### src/rtl/pas_pkg.sv
package pas_pkg;
    typedef enum logic {
        DIR_DOWN = 1'b0,
        DIR_UP   = 1'b1
    } carrier_dir_e;

    localparam int NUM_CH = 2;
    localparam int CH_UP  = 0;
    localparam int CH_DN  = 1;
endpackage

### src/rtl/pas_trig_shadow.sv
module pas_trig_shadow #(
    parameter int CNT_W = 12
) (
    input  logic             clk,
    input  logic             rst_n,
    input  logic [CNT_W-1:0] cnt,
    input  logic [CNT_W-1:0] up_wr,
    input  logic [CNT_W-1:0] dn_wr,
    output logic [CNT_W-1:0] up_act,
    output logic [CNT_W-1:0] dn_act
);
    typedef struct packed {
        logic [CNT_W-1:0] up;
        logic [CNT_W-1:0] dn;
    } shadow_t;

    shadow_t sh_d, sh_q;
    logic    at_zero;

    always_comb begin
        at_zero = (cnt == '0);
        sh_d    = sh_q;
        if (at_zero) begin
            sh_d.up = up_wr;
            sh_d.dn = dn_wr;
        end
    end

    always_ff @(posedge clk or negedge rst_n) begin
        if (!rst_n) sh_q <= '0;
        else        sh_q <= sh_d;
    end

    assign up_act = sh_q.up;
    assign dn_act = sh_q.dn;

    AST_SHADOW_HOLD: assert property (@(posedge clk) disable iff (!rst_n)
        (cnt != '0) |=> ($stable(sh_q.up) && $stable(sh_q.dn)));
endmodule

### src/rtl/pas_trig_match.sv
module pas_trig_match
    import pas_pkg::*;
#(
    parameter int CNT_W = 12
) (
    input  logic             clk,
    input  logic             rst_n,
    input  logic [CNT_W-1:0] cnt,
    input  logic             dir_up,
    input  logic [CNT_W-1:0] up_act,
    input  logic [CNT_W-1:0] dn_act,
    output logic             start
);
    typedef struct packed {
        logic [NUM_CH-1:0] prev;
        logic [NUM_CH-1:0] pulse;
    } match_t;

    match_t            m_d, m_q;
    logic [NUM_CH-1:0] hit;
    carrier_dir_e      dir;

    always_comb begin
        dir         = carrier_dir_e'(dir_up);
        hit[CH_UP]  = (dir == DIR_UP)   && (cnt == up_act);
        hit[CH_DN]  = (dir == DIR_DOWN) && (cnt == dn_act);
        m_d.prev    = hit;
        m_d.pulse   = hit & ~m_q.prev;
    end

    always_ff @(posedge clk or negedge rst_n) begin
        if (!rst_n) m_q <= '0;
        else        m_q <= m_d;
    end

    assign start = |m_q.pulse;

    for (genvar c = 0; c < NUM_CH; c++) begin : g_chk
        AST_PULSE_SINGLE: assert property (@(posedge clk) disable iff (!rst_n)
            m_q.pulse[c] |=> !m_q.pulse[c]);
    end

    AST_UP_CAUSE: assert property (@(posedge clk) disable iff (!rst_n)
        m_q.pulse[CH_UP] |-> $past(dir_up));
    AST_DN_CAUSE: assert property (@(posedge clk) disable iff (!rst_n)
        m_q.pulse[CH_DN] |-> !$past(dir_up));
endmodule

### src/rtl/pas_irq_gate.sv
module pas_irq_gate #(
    parameter int IVL_W = 8
) (
    input  logic             clk,
    input  logic             rst_n,
    input  logic             latch_en,
    input  logic [IVL_W-1:0] ivl,
    input  logic             clr,
    output logic             irq
);
    localparam logic [IVL_W-1:0] ONE = IVL_W'(1);

    typedef struct packed {
        logic             latch_prev;
        logic [IVL_W-1:0] remain;
        logic             irq;
    } gate_t;

    gate_t g_d, g_q;
    logic  evt;
    logic  fire;

    always_comb begin
        g_d            = g_q;
        g_d.latch_prev = latch_en;
        evt            = latch_en && !g_q.latch_prev;
        fire           = 1'b0;
        if (evt) begin
            if (g_q.remain <= ONE) begin
                fire       = 1'b1;
                g_d.remain = ivl;
            end else begin
                g_d.remain = g_q.remain - ONE;
            end
        end
        if (clr)       g_d.irq = 1'b0;
        else if (fire) g_d.irq = 1'b1;
    end

    always_ff @(posedge clk or negedge rst_n) begin
        if (!rst_n) g_q <= '0;
        else        g_q <= g_d;
    end

    assign irq = g_q.irq;

    AST_IRQ_NEEDS_LATCH: assert property (@(posedge clk) disable iff (!rst_n)
        $rose(g_q.irq) |-> $past(latch_en));
    AST_IRQ_HOLD: assert property (@(posedge clk) disable iff (!rst_n)
        (g_q.irq && !clr) |=> g_q.irq);
    AST_CLR_WINS: assert property (@(posedge clk) disable iff (!rst_n)
        clr |=> !g_q.irq);
    AST_QUIET_NO_COUNT: assert property (@(posedge clk) disable iff (!rst_n)
        !latch_en |=> $stable(g_q.remain));
endmodule

### src/rtl/pwm_adc_sched.sv
module pwm_adc_sched #(
    parameter int CNT_W = 12,
    parameter int IVL_W = 8
) (
    input  logic             clk,
    input  logic             rst_n,
    input  logic [CNT_W-1:0] pwm_cnt,
    input  logic             pwm_dir_up,
    input  logic [CNT_W-1:0] trig_up_val,
    input  logic [CNT_W-1:0] trig_dn_val,
    input  logic [IVL_W-1:0] irq_ivl,
    input  logic             latch_en,
    input  logic             irq_clr,
    output logic             adc_start,
    output logic             irq_req
);
    logic [CNT_W-1:0] up_act;
    logic [CNT_W-1:0] dn_act;

    pas_trig_shadow #(.CNT_W(CNT_W)) i_shadow (
        .clk    (clk),
        .rst_n  (rst_n),
        .cnt    (pwm_cnt),
        .up_wr  (trig_up_val),
        .dn_wr  (trig_dn_val),
        .up_act (up_act),
        .dn_act (dn_act)
    );

    pas_trig_match #(.CNT_W(CNT_W)) i_match (
        .clk    (clk),
        .rst_n  (rst_n),
        .cnt    (pwm_cnt),
        .dir_up (pwm_dir_up),
        .up_act (up_act),
        .dn_act (dn_act),
        .start  (adc_start)
    );

    pas_irq_gate #(.IVL_W(IVL_W)) i_irq (
        .clk      (clk),
        .rst_n    (rst_n),
        .latch_en (latch_en),
        .ivl      (irq_ivl),
        .clr      (irq_clr),
        .irq      (irq_req)
    );

    AST_RESET_QUIET: assert property (@(posedge clk)
        !rst_n |=> (!adc_start && !irq_req));
endmodule

### config.mk
export PLATFORM = sky130hd
export DESIGN_NAME = pwm_adc_sched
export DESIGN_NICKNAME = d
export VERILOG_FILES = /design/src/rtl/pas_pkg.sv /design/src/rtl/pas_trig_shadow.sv /design/src/rtl/pas_trig_match.sv /design/src/rtl/pas_irq_gate.sv /design/src/rtl/pwm_adc_sched.sv
export SDC_FILE = /design/constraint.sdc
export NUM_CORES = 1
export LEC_CHECK = 0
export BUFFER_PORTS_ARGS = -buffer_cell sky130_fd_sc_hd__buf_2
export CAP_MARGIN = 20
export CORE_ASPECT_RATIO = 1.2
export CORE_MARGIN = 1.5
export CORE_UTILIZATION = 30
export DETAILED_ROUTE_END_ITERATION = 8
export SYNTH_ARGS = -nofsm -noshare
export SYNTH_HDL_FRONTEND = slang
export SYNTH_SLANG_ARGS = --single-unit
export TNS_END_PERCENT = 10
### constraint.sdc
create_clock -name clk -period 2.1 [get_ports clk]
set_clock_uncertainty 0.15 [all_clocks]
set_input_delay 0.42 -clock clk [delete_from_list [all_inputs] [get_ports clk]]
set_output_delay 0.42 -clock clk [all_outputs]
set_load 0.03 [all_outputs]
==> results of run 1 <==
==> logic make-up (layout without fill, tap and decap cells) <==
logic type,count (synthesis),count (layout),synth area share (%)
simple gates,45,45,13.8
xor+xnor,24,24,10.6
mux,26,26,18.5
buf+inv,6,65,1.90
compound gates,17,17,5.70
fa+ha+maj,2,2,1.27
flops,38,38,48.2
==> layer usage <==
layer  up-vias  track usage [%]  wire length [µm]
met1       654             16.9              1910
li1        680                -                 -
met3         4             4.38               300
met2        45             22.5              2090
met4         0             4.39                34
met5         -                0                 0
==> cells in the final DEF, fill, tap and decap left out <==
cell type	instances
nand2b_1	2
or2_2	1
nor4_1	3
buf_4	4
buf_2	50
a2bb2oi_1	2
nand4_1	3
or3_1	2
nand3_2	1
mux2_4	20
nor2_1	5
o311ai_0	1
inv_1	3
xnor2_1	15
xor2_1	9
nor2b_1	2
mux2i_1	2
a31oi_1	1
nand2_1	9
mux2_2	4
clkbuf_8	6
nand3_1	9
o211ai_1	1
dfrtp_1	38
bufinv_16	2
o21ai_0	7
nor3_1	3
o211a_1	1
ha_1	2
nor4bb_1	1
nor4_4	1
o211ai_2	1
a21oi_1	3
nor4_2	3
==> area by class of cell <==
type / count / share of cell area [%]
Sequential cell: 38 / 38.4
Timing Repair Buffer: 54 / 11.3
Clock buffer: 6 / 3.33
Multi-Input combinational cell: 114 / 39.8
Clock inverter: 2 / 2.42
Tap cell: 85 / 4.29
Inverter: 3 / 0.455
==> path summary, 6_finish.rpt <==
| kind | slack [ns] | end | from | depth (start not counted) |
|---|---|---|---|---|
| worst min register to register | 0.27 | i_match.m_q[1] | i_match.m_q[3] | 1 |
| worst max register to register | 0.37 | i_irq.g_q[6] | i_irq.g_q[4] | 4 |
| min in group clk | 0.12 | i_irq.irq | irq_clr | 2 |
| worst min-delay path | 0.02 | i_shadow.up_act[9] | rst_n | 2 |
| worst max-delay path | 0.37 | i_irq.g_q[6] | i_irq.g_q[4] | 4 |
| max in group asynchronous | 1.43 | i_irq.irq | rst_n | 2 |
==> metrics by stage <==
| stage | total power, µW | utilization, % | std cells | setup slack [ns] |
|---|---|---|---|---|
| 4_1_cts | 2050 | 38.7 | 302 | 0.371 |
| 2_1_floorplan | 1140 | - | 158 | 0.467 |
| 3_5_place_dp | 1280 | 36.4 | 294 | 0.293 |
| 5_1_grt | 2160 | 38.7 | 302 | 0.196 |
| 3_3_place_gp | 1280 | 36.4 | 294 | 0.316 |
| 6_report | 2030 | 38.7 | 302 | 0.369 |
==> state kept, by name, indices dropped and copies added, names as in the netlist <==
| name | flops |
|---|---|
| i_shadow.dn_act | 12 |
| i_match.m_q | 4 |
| i_irq.g_q | 9 |
| i_irq.irq | 1 |
| i_shadow.up_act | 12 |
==> power groups by stage <==
stage,logic [µW],clock network (µW),registers (µW)
after floorplan,242,0,902
after global placement,355,0,923
after detailed placement,359,0,926
after CTS,362,780,911
after global routing,412,827,925
final,358,761,912
==> critical path, stage by stage (launching register included) <==
cell and delay [ns]:
dfrtp_1 0.45, nor4_4 0.41, o211ai_2 0.28, o21ai_0 0.24, a2bb2oi_1 0.09
==> results.toml, run 1 <==
[routing]
first_pass_iters = 4
drtAntennaViolNets = 0
via_per_inst = 4.58
routedWlPerCell_um = 14.3
drc = 0
finalWirelength_mm = 4.33
vias = 1383
drtIter0Drc = 60

[clocking]
cts_buffer_depth = 2
clk_latency_ns = 0.29
cts_resized = 0
clkTransAtPathRegs_ns = 0.07
htreeDepth = 2
root_buffer = "clkbuf_8"
cts_made_buffers = 5
cts_tree = "done"
cts_setup_buffers = 0
postCtsHoldBufs = 0
cts_num_sinks = 38

[floorplan]
die_area_um2 = 7080
io-pin-count = 51
num_rows = 32
core-area_um2 = 6410
die_h_um = 91.9
start_util_pct = 30.8
die_w_um = 77.1

[power_and_ir_drop]
power_density_nw_per_um2 = 820
p_comb_share_pct = 17.6
p_int_uw = 1490
cellLeakagePower_uw = 0.00124
vdd_drop_max_uv = 473
swShare_pct = 26.7
seqPwrFrac_pct = 44.9
switchingPower_uw = 542
pwr-share-clk_pct = 37.5

[critical_path]
crit_arrival_ns = 1.75
start_kind = "flip-flop"
crit_type = "flip-flop to flip-flop"
end_kind = "flip-flop"
crit_path_max_fanout = 7
required_ns = 2.12

[yosys]
ys_seq_elements = 38
netlist_top_cells_count = "dfrtp_1 (38), mux2_4 (20), xnor2_1 (15)"
syn_nets = 209
avgSynthCellArea_um2 = 12.5
synth_edf_count = 0
ys_seq_area_share_pct = 48.2
synth.most_common_cell = "dfrtp_1"
netlist_area_um2 = 1970
yosysUniqueCellTypes = 32
synth_ff_type = "dfrtp_1"
yosys_warnings = 0
synthArstFlopShare_pct = 100
synth_cells = 158
yosys.area.top_type = "dfrtp_1"
synth.top_cell.area_share_pct = 48.2
synth_area_leaders = "dfrtp_1 (48%), mux2_4 (15%), xnor2_1 (6.7%)"

[grt]
grt_pass1_vias = 1492
grt_max_degree = 39
grt_usage_pct = 13.6
antenna_found_initial = 0
grt_pass1_wl_mm = 7.43
grt.overflow.total = 0

[sta]
slew_headroom_pct = 67.2
setup_violations = 0
tns_ns = 0
min_period_over_period_pct = 82.4
timing.fmax_mhz = 578
hold_ws_ns = 0.0210
hold_viol_final = 0
tightest_slew_ns = 0.492
min_period_ns = 1.73
rsz0062_at_grt = "no"
finalMaxSlewViolations = 0

[finish]
final_area_um2 = 2480
regArea_um2 = 951
multi_input_area_um2 = 986
area_growth_syn_to_layout_pct = 25.5
final_nets = 267
fill_cells = 649
drive_gt1_share_pct = 42.9
diodes = 0

[placed_design]
postPlaceCellArea_um2 = 2330
io_buffers = 50
dp_hpwl_mm = 3.37
globalplace.congestion = 0.847

[run_status]
status = "complete, no violations"

[min_path]
hp-class = "input pin to asynchronous set/reset pin"

[job]
drv_cap = 0
(Power assumes the default switching activity.)
==> run 2, diff against run 1 <==
Settings changed: ABC_AREA from default to 1.
Clock period 2.1 ns to 1.8 ns, I/O delays scaled along.
==> run 2 against run 1 <==
Against the previous run:
- synthesized cell count increased by 100%
- critical path depth increased by 4
- via count increased by 52%
- combinational power increased by 57%
- clock-buffer cell count decreased by 1
- fmax increased by 2.7%
- highest routed layer unchanged
==> results.toml, run 2 <==
[run_status]
status = "complete, no violations"

[power_and_ir_drop]
vdd_drop_max_uv = 498
p_total_uw = 2320
cellLeakagePower_uw = 0.00152
power_density_nw_per_um2 = 863

[sta]
setup_violations = 0
slew_headroom_pct = 67.2
finalMaxSlewViolations = 0
rsz0062_at_grt = "no"
min_period_ns = 1.69
min_period_over_period_pct = 93.7
timing.fmax_mhz = 593
hold_viol_final = 0
tightest_slew_ns = 0.488
tns_ns = 0

[finish]
final_nets = 432
final_area_um2 = 2690
diodes = 0
layout_common_cells = "nand2_1 (139), buf_2 (50), inv_1 (44), dfrtp_1 (38), nand3_1 (37)"
layout.cells.non_filler = 469
drive_gt1_share_pct = 19.6
regArea_um2 = 951
final_common_cell = "nand2_1"
fill_cells = 750
area_growth_syn_to_layout_pct = 23.5
multi_input_area_um2 = 1020

[yosys]
synth.top_cell.area_share_pct = 43.7
netlist_top_cells_count = "nand2_1 (140), inv_1 (44), dfrtp_1 (38), nand3_1 (37), nor2_1 (32)"
avgSynthCellArea_um2 = 6.75
yosys_warnings = 0
synthArstFlopShare_pct = 100
ys_seq_area_share_pct = 43.7
netlist_area_um2 = 2170
synth_cells = 322
synth_area_leaders = "dfrtp_1 (44%), nand2_1 (24%), nand3_1 (8.5%)"
ys_seq_elements = 38
yosysUniqueCellTypes = 21
synth.most_common_cell = "nand2_1"
yosys.area.top_type = "dfrtp_1"
synth_edf_count = 0
syn_nets = 373
synth_ff_type = "dfrtp_1"

[routing]
routedWlPerCell_um = 11.4
via_per_inst = 4.48
finalWirelength_mm = 5.36
vias = 2100
drtAntennaViolNets = 0
first_pass_iters = 4
drtIter0Drc = 104
drc = 0

[critical_path]
required_ns = 1.82
reg2reg_setup_slack_ns = 0.11
crit_path_max_fanout = 7
reg2reg_to = "i_irq.g_q[5]"
crit_chain = "inv_1 > ha_2 > nor2_1 > nor2_1 > nand2_2 > buf_4 > nand4_1 > nand3_1"
end_kind = "flip-flop"
cp-startpoint = "i_irq.g_q[1]"
crit_arrival_ns = 1.71
crit_top_cell = "nor2_1"
crit_type = "flip-flop to flip-flop"
cp_slowest_cell = "dfrtp_1"
crit_path_max_incr_delay_ns = 0.43
r2r-start = "i_irq.g_q[1]"
start_kind = "flip-flop"
reg2reg_depth = 8
crit_family = "simple AND/OR/NAND/NOR gates"
cp_num_buf_inv = 2

[min_path]
min-delay-start = "latch_en"
holdPathStages = 1
hold_path_end = "i_irq.g_q[9]"
hp-class = "input pin to flip-flop"

[clocking]
clkTransAtPathRegs_ns = 0.08
cts_made_buffers = 5
cts_num_sinks = 38
root_buffer = "clkbuf_8"
clk_latency_ns = 0.29
cts_tree = "done"
htreeDepth = 2
cts_buffer_depth = 2

[grt]
grt.overflow.total = 0
grt_usage_pct = 14.8
grt_pass1_vias = 1946
antenna_found_initial = 0
grt_pass1_wl_mm = 8.67
grt_max_degree = 25

[floorplan]
num_rows = 33
core-area_um2 = 6940
die_w_um = 80.7
die_area_um2 = 7770
die_h_um = 96.3
start_util_pct = 31.3
io-pin-count = 51

[placed_design]
globalplace.congestion = 0.978
io_buffers = 50
postPlaceCellArea_um2 = 2540
post-place-cells = 459
dp_hpwl_mm = 4.19

[job]
drv_cap = 0
run 2: changes by cell type after synthesis, sizes merged, moves of 3 or more:
cell,delta
buf,+5
a21oi,-3
nand2,+132
nand3,+27
xnor2,-13
nor2,+29
nor4,-6
xor2,-9
mux2,-24
inv,+41
run 2: power by group:
part | internal, µW | switching (µW)
registers | 939 | 82.7
logic | 229 | 333
clock network | 412 | 323
run 2: worst max-delay path by stage:
| stage | endpoint | slack, ns | depth (start not counted) |
|---|---|---|---|
| finish | i_irq.g_q[5] | 0.11 | 8 |
| global route | i_irq.g_q[5] | 0.004 | 8 |
| CTS | i_irq.g_q[5] | 0.07 | 8 |
| detailed placement | i_irq.g_q[7] | 0.03 | 8 |
| global placement | i_irq.g_q[7] | 0.06 | 8 |
| floorplan | i_irq.g_q[8] | 0.25 | 10 |
run 2: timing repair:
item / CTS / global route
endpoints found under the hold margin: 12 / 0
hold buffers: 1 / 0
setup buffers: 0 / 1
resized for setup: 1 / 3
gates cloned: 0 / 0
endpoints found under the setup margin: 1 / 8
pin swaps: 0 / 1
run 2: logic make-up after synthesis:
group                      count (synthesis)  share of synthesized area (%)
AOI/OAI and AO/OA                          7                           1.84
adders and majority gates                  2                           1.15
and+or+nand+nor                          221                           42.5
buffers and inverters                     52                           9.95
xor gates and xnor gates                   2                          0.806
DFF                                       38                           43.7
run 2: metrics by stage:
stage                     worst slack, ns  util, %  hold WS, ns
after floorplan                     0.252        -      -0.0856
after global placement             0.0587     36.7        0.128
after detailed placement           0.0253     36.7        0.135
after CTS                          0.0741     38.5       0.0195
after global routing              0.00428     38.7       0.0242
final                               0.114     38.7       0.0307
run 2: metal layers:
layer  vias to the layer above  wire [µm]  global-route usage [%]
met5                         -          0                       0
met4                         0        131                    5.60
met3                        11        303                    3.32
met2                        59       2700                    26.6
met1                       934       2230                    17.0
li1                       1096          -                       -
run 2: cell type report:
| class | count | share of cell area [%] |
|---|---|---|
| Sequential cell | 38 | 35.4 |
| Inverter | 44 | 6.15 |
| Clock buffer | 5 | 2.56 |
| Clock inverter | 3 | 1.68 |
| Timing Repair Buffer | 60 | 12.2 |
| Multi-Input combinational cell | 232 | 38.0 |
| Tap cell | 87 | 4.05 |
==> run 3, diff against run 2 <==
Settings changed: CORE_MARGIN 1.5 to 5, CORE_UTILIZATION 30 to 53, PLACE_DENSITY from default to 0.79.
==> run 3 against run 2 <==
Against the previous run:
- cell count shrank 7.0%
- sequential cell count unchanged
- clock-buffer cell count up 2
- critical endpoint is now i_irq.g_q[8]
- final area decreased by 2.8%
- total power down 5.7%
- via count about the same
- worst setup slack better by 0.016 ns
- combinational power about the same
- utilization rose by 27 points
- critical path depth up 2
- sequential share of layout area up 1.0 points
- global-route usage up 6.2 points
==> results.toml, run 3 (synthesis results as in run 2) <==
[routing]
finalWirelength_mm = 4.97
first_pass_iters = 4
vias = 2101
drc = 0
routedWlPerCell_um = 11.4
via_per_inst = 4.82
drtIter0Drc = 75
drtAntennaViolNets = 0

[clocking]
cts_buffer_depth = 2
cts_made_buffers = 5
root_buffer = "clkbuf_8"
clkTransAtPathRegs_ns = 0.07
clk_latency_ns = 0.29
htreeDepth = 2
cts_resized = 0
cts_num_sinks = 38
cts_tree = "done"

[power_and_ir_drop]
cellLeakagePower_uw = 0.00152
power_density_nw_per_um2 = 838
vdd_drop_max_uv = 611

[finish]
multi_input_area_um2 = 1010
fill_cells = 401
drive_gt1_share_pct = 18.6
layout_common_cells = "nand2_1 (140), buf_2 (50), inv_1 (44), dfrtp_1 (38), nand3_1 (37)"
regArea_um2 = 951
area_growth_syn_to_layout_pct = 20.0
final_nets = 432
final_common_cell = "nand2_1"
diodes = 0
final_area_um2 = 2610

[placed_design]
io_buffers = 50
globalplace.congestion = 0.903
dpl_worst_slack_ns = 0.125
dp_hpwl_mm = 3.98
postPlaceCellArea_um2 = 2500

[grt]
grt_pass1_vias = 2100
grt.overflow.total = 0
grt_pass1_wl_mm = 8.67
antenna_found_initial = 0
grt_max_degree = 25
grt_usage_pct = 21.1

[critical_path]
crit_path_max_fanout = 6
crit_type = "flip-flop to flip-flop"
crit_arrival_ns = 1.70
required_ns = 1.83
end_kind = "flip-flop"
start_kind = "flip-flop"

[sta]
timing.fmax_mhz = 599
tightest_slew_ns = 0.485
layout_setup_ws_ns = 0.130
slew_headroom_pct = 67.4
min_period_over_period_pct = 92.8
hold_viol_final = 0
finalMaxSlewViolations = 0
setup_violations = 0
min_period_ns = 1.67
tns_ns = 0
hold_ws_ns = 0.0441

[min_path]
hp-class = "input pin to flip-flop"

[job]
drv_cap = 0

[floorplan]
core-area_um2 = 3940
die_h_um = 80.2
start_util_pct = 55.2
die_w_um = 68.5
num_rows = 25
die_area_um2 = 5490
io-pin-count = 51

[run_status]
status = "complete, no violations"
run 3: critical path, stage by stage, from the launching register on:
cell and delay (ns):
dfrtp_1 0.41, inv_1 0.10, ha_1 0.19, nor2_1 0.06
nor2_1 0.12, nand2_1 0.11, buf_4 0.17, nor2_1 0.08
nor2_1 0.04, nand2_1 0.07, nand2_1 0.05
run 3: per-layer routing:
| layer | GRT usage, % | vias to the layer above | wire (µm) |
|---|---|---|---|
| li1 | - | 1097 | - |
| met1 | 24.1 | 951 | 2080 |
| met2 | 36.5 | 44 | 2500 |
| met3 | 5.45 | 9 | 312 |
| met4 | 8.15 | 0 | 85 |
| met5 | 0 | - | 0 |
run 3: worst paths after layout:
kind / end / slack (ns) / depth (start not counted) / startpoint
max: i_irq.g_q[8] / 0.13 / 10 / i_irq.g_q[1]
max reg2reg: i_irq.g_q[8] / 0.13 / 10 / i_irq.g_q[1]
max in group asynchronous: i_match.m_q[2] / 0.61 / 3 / rst_n
min in group asynchronous: i_shadow.dn_act[6] / 0.39 / 2 / rst_n
min reg2reg: i_match.m_q[0] / 0.25 / 1 / i_match.m_q[2]
min: i_irq.g_q[9] / 0.04 / 1 / latch_en
run 3: through the flow:
step | power, µW | cells | utilization (%)
2_1_floorplan | 1390 | 322 | -
3_3_place_gp | 1560 | 426 | 63.5
3_5_place_dp | 1580 | 426 | 63.5
4_1_cts | 2180 | 435 | 66.0
5_1_grt | 2340 | 436 | 66.2
6_report | 2190 | 436 | 66.2
run 3: final cells by class:
cell class | count | share of cell area [%]
Tap cell | 54 | 2.59
Inverter | 44 | 6.33
Clock buffer | 7 | 3.31
Sequential cell | 38 | 36.4
Multi-Input combinational cell | 232 | 38.6
Timing Repair Buffer | 60 | 12.6
Clock inverter | 1 | 0.192
run 3: repair_timing:
action / in CTS / in global routing
setup endpoints to repair: 0 / 6
hold buffers: 1 / 0
setup buffers: 0 / 1
hold endpoints to repair: 18 / 0
run 3: power breakdown:
part / switching (µW) / internal, µW
Clock: 287 / 309
Combinational: 328 / 235
Sequential: 87.1 / 940
Total: 702 / 1480
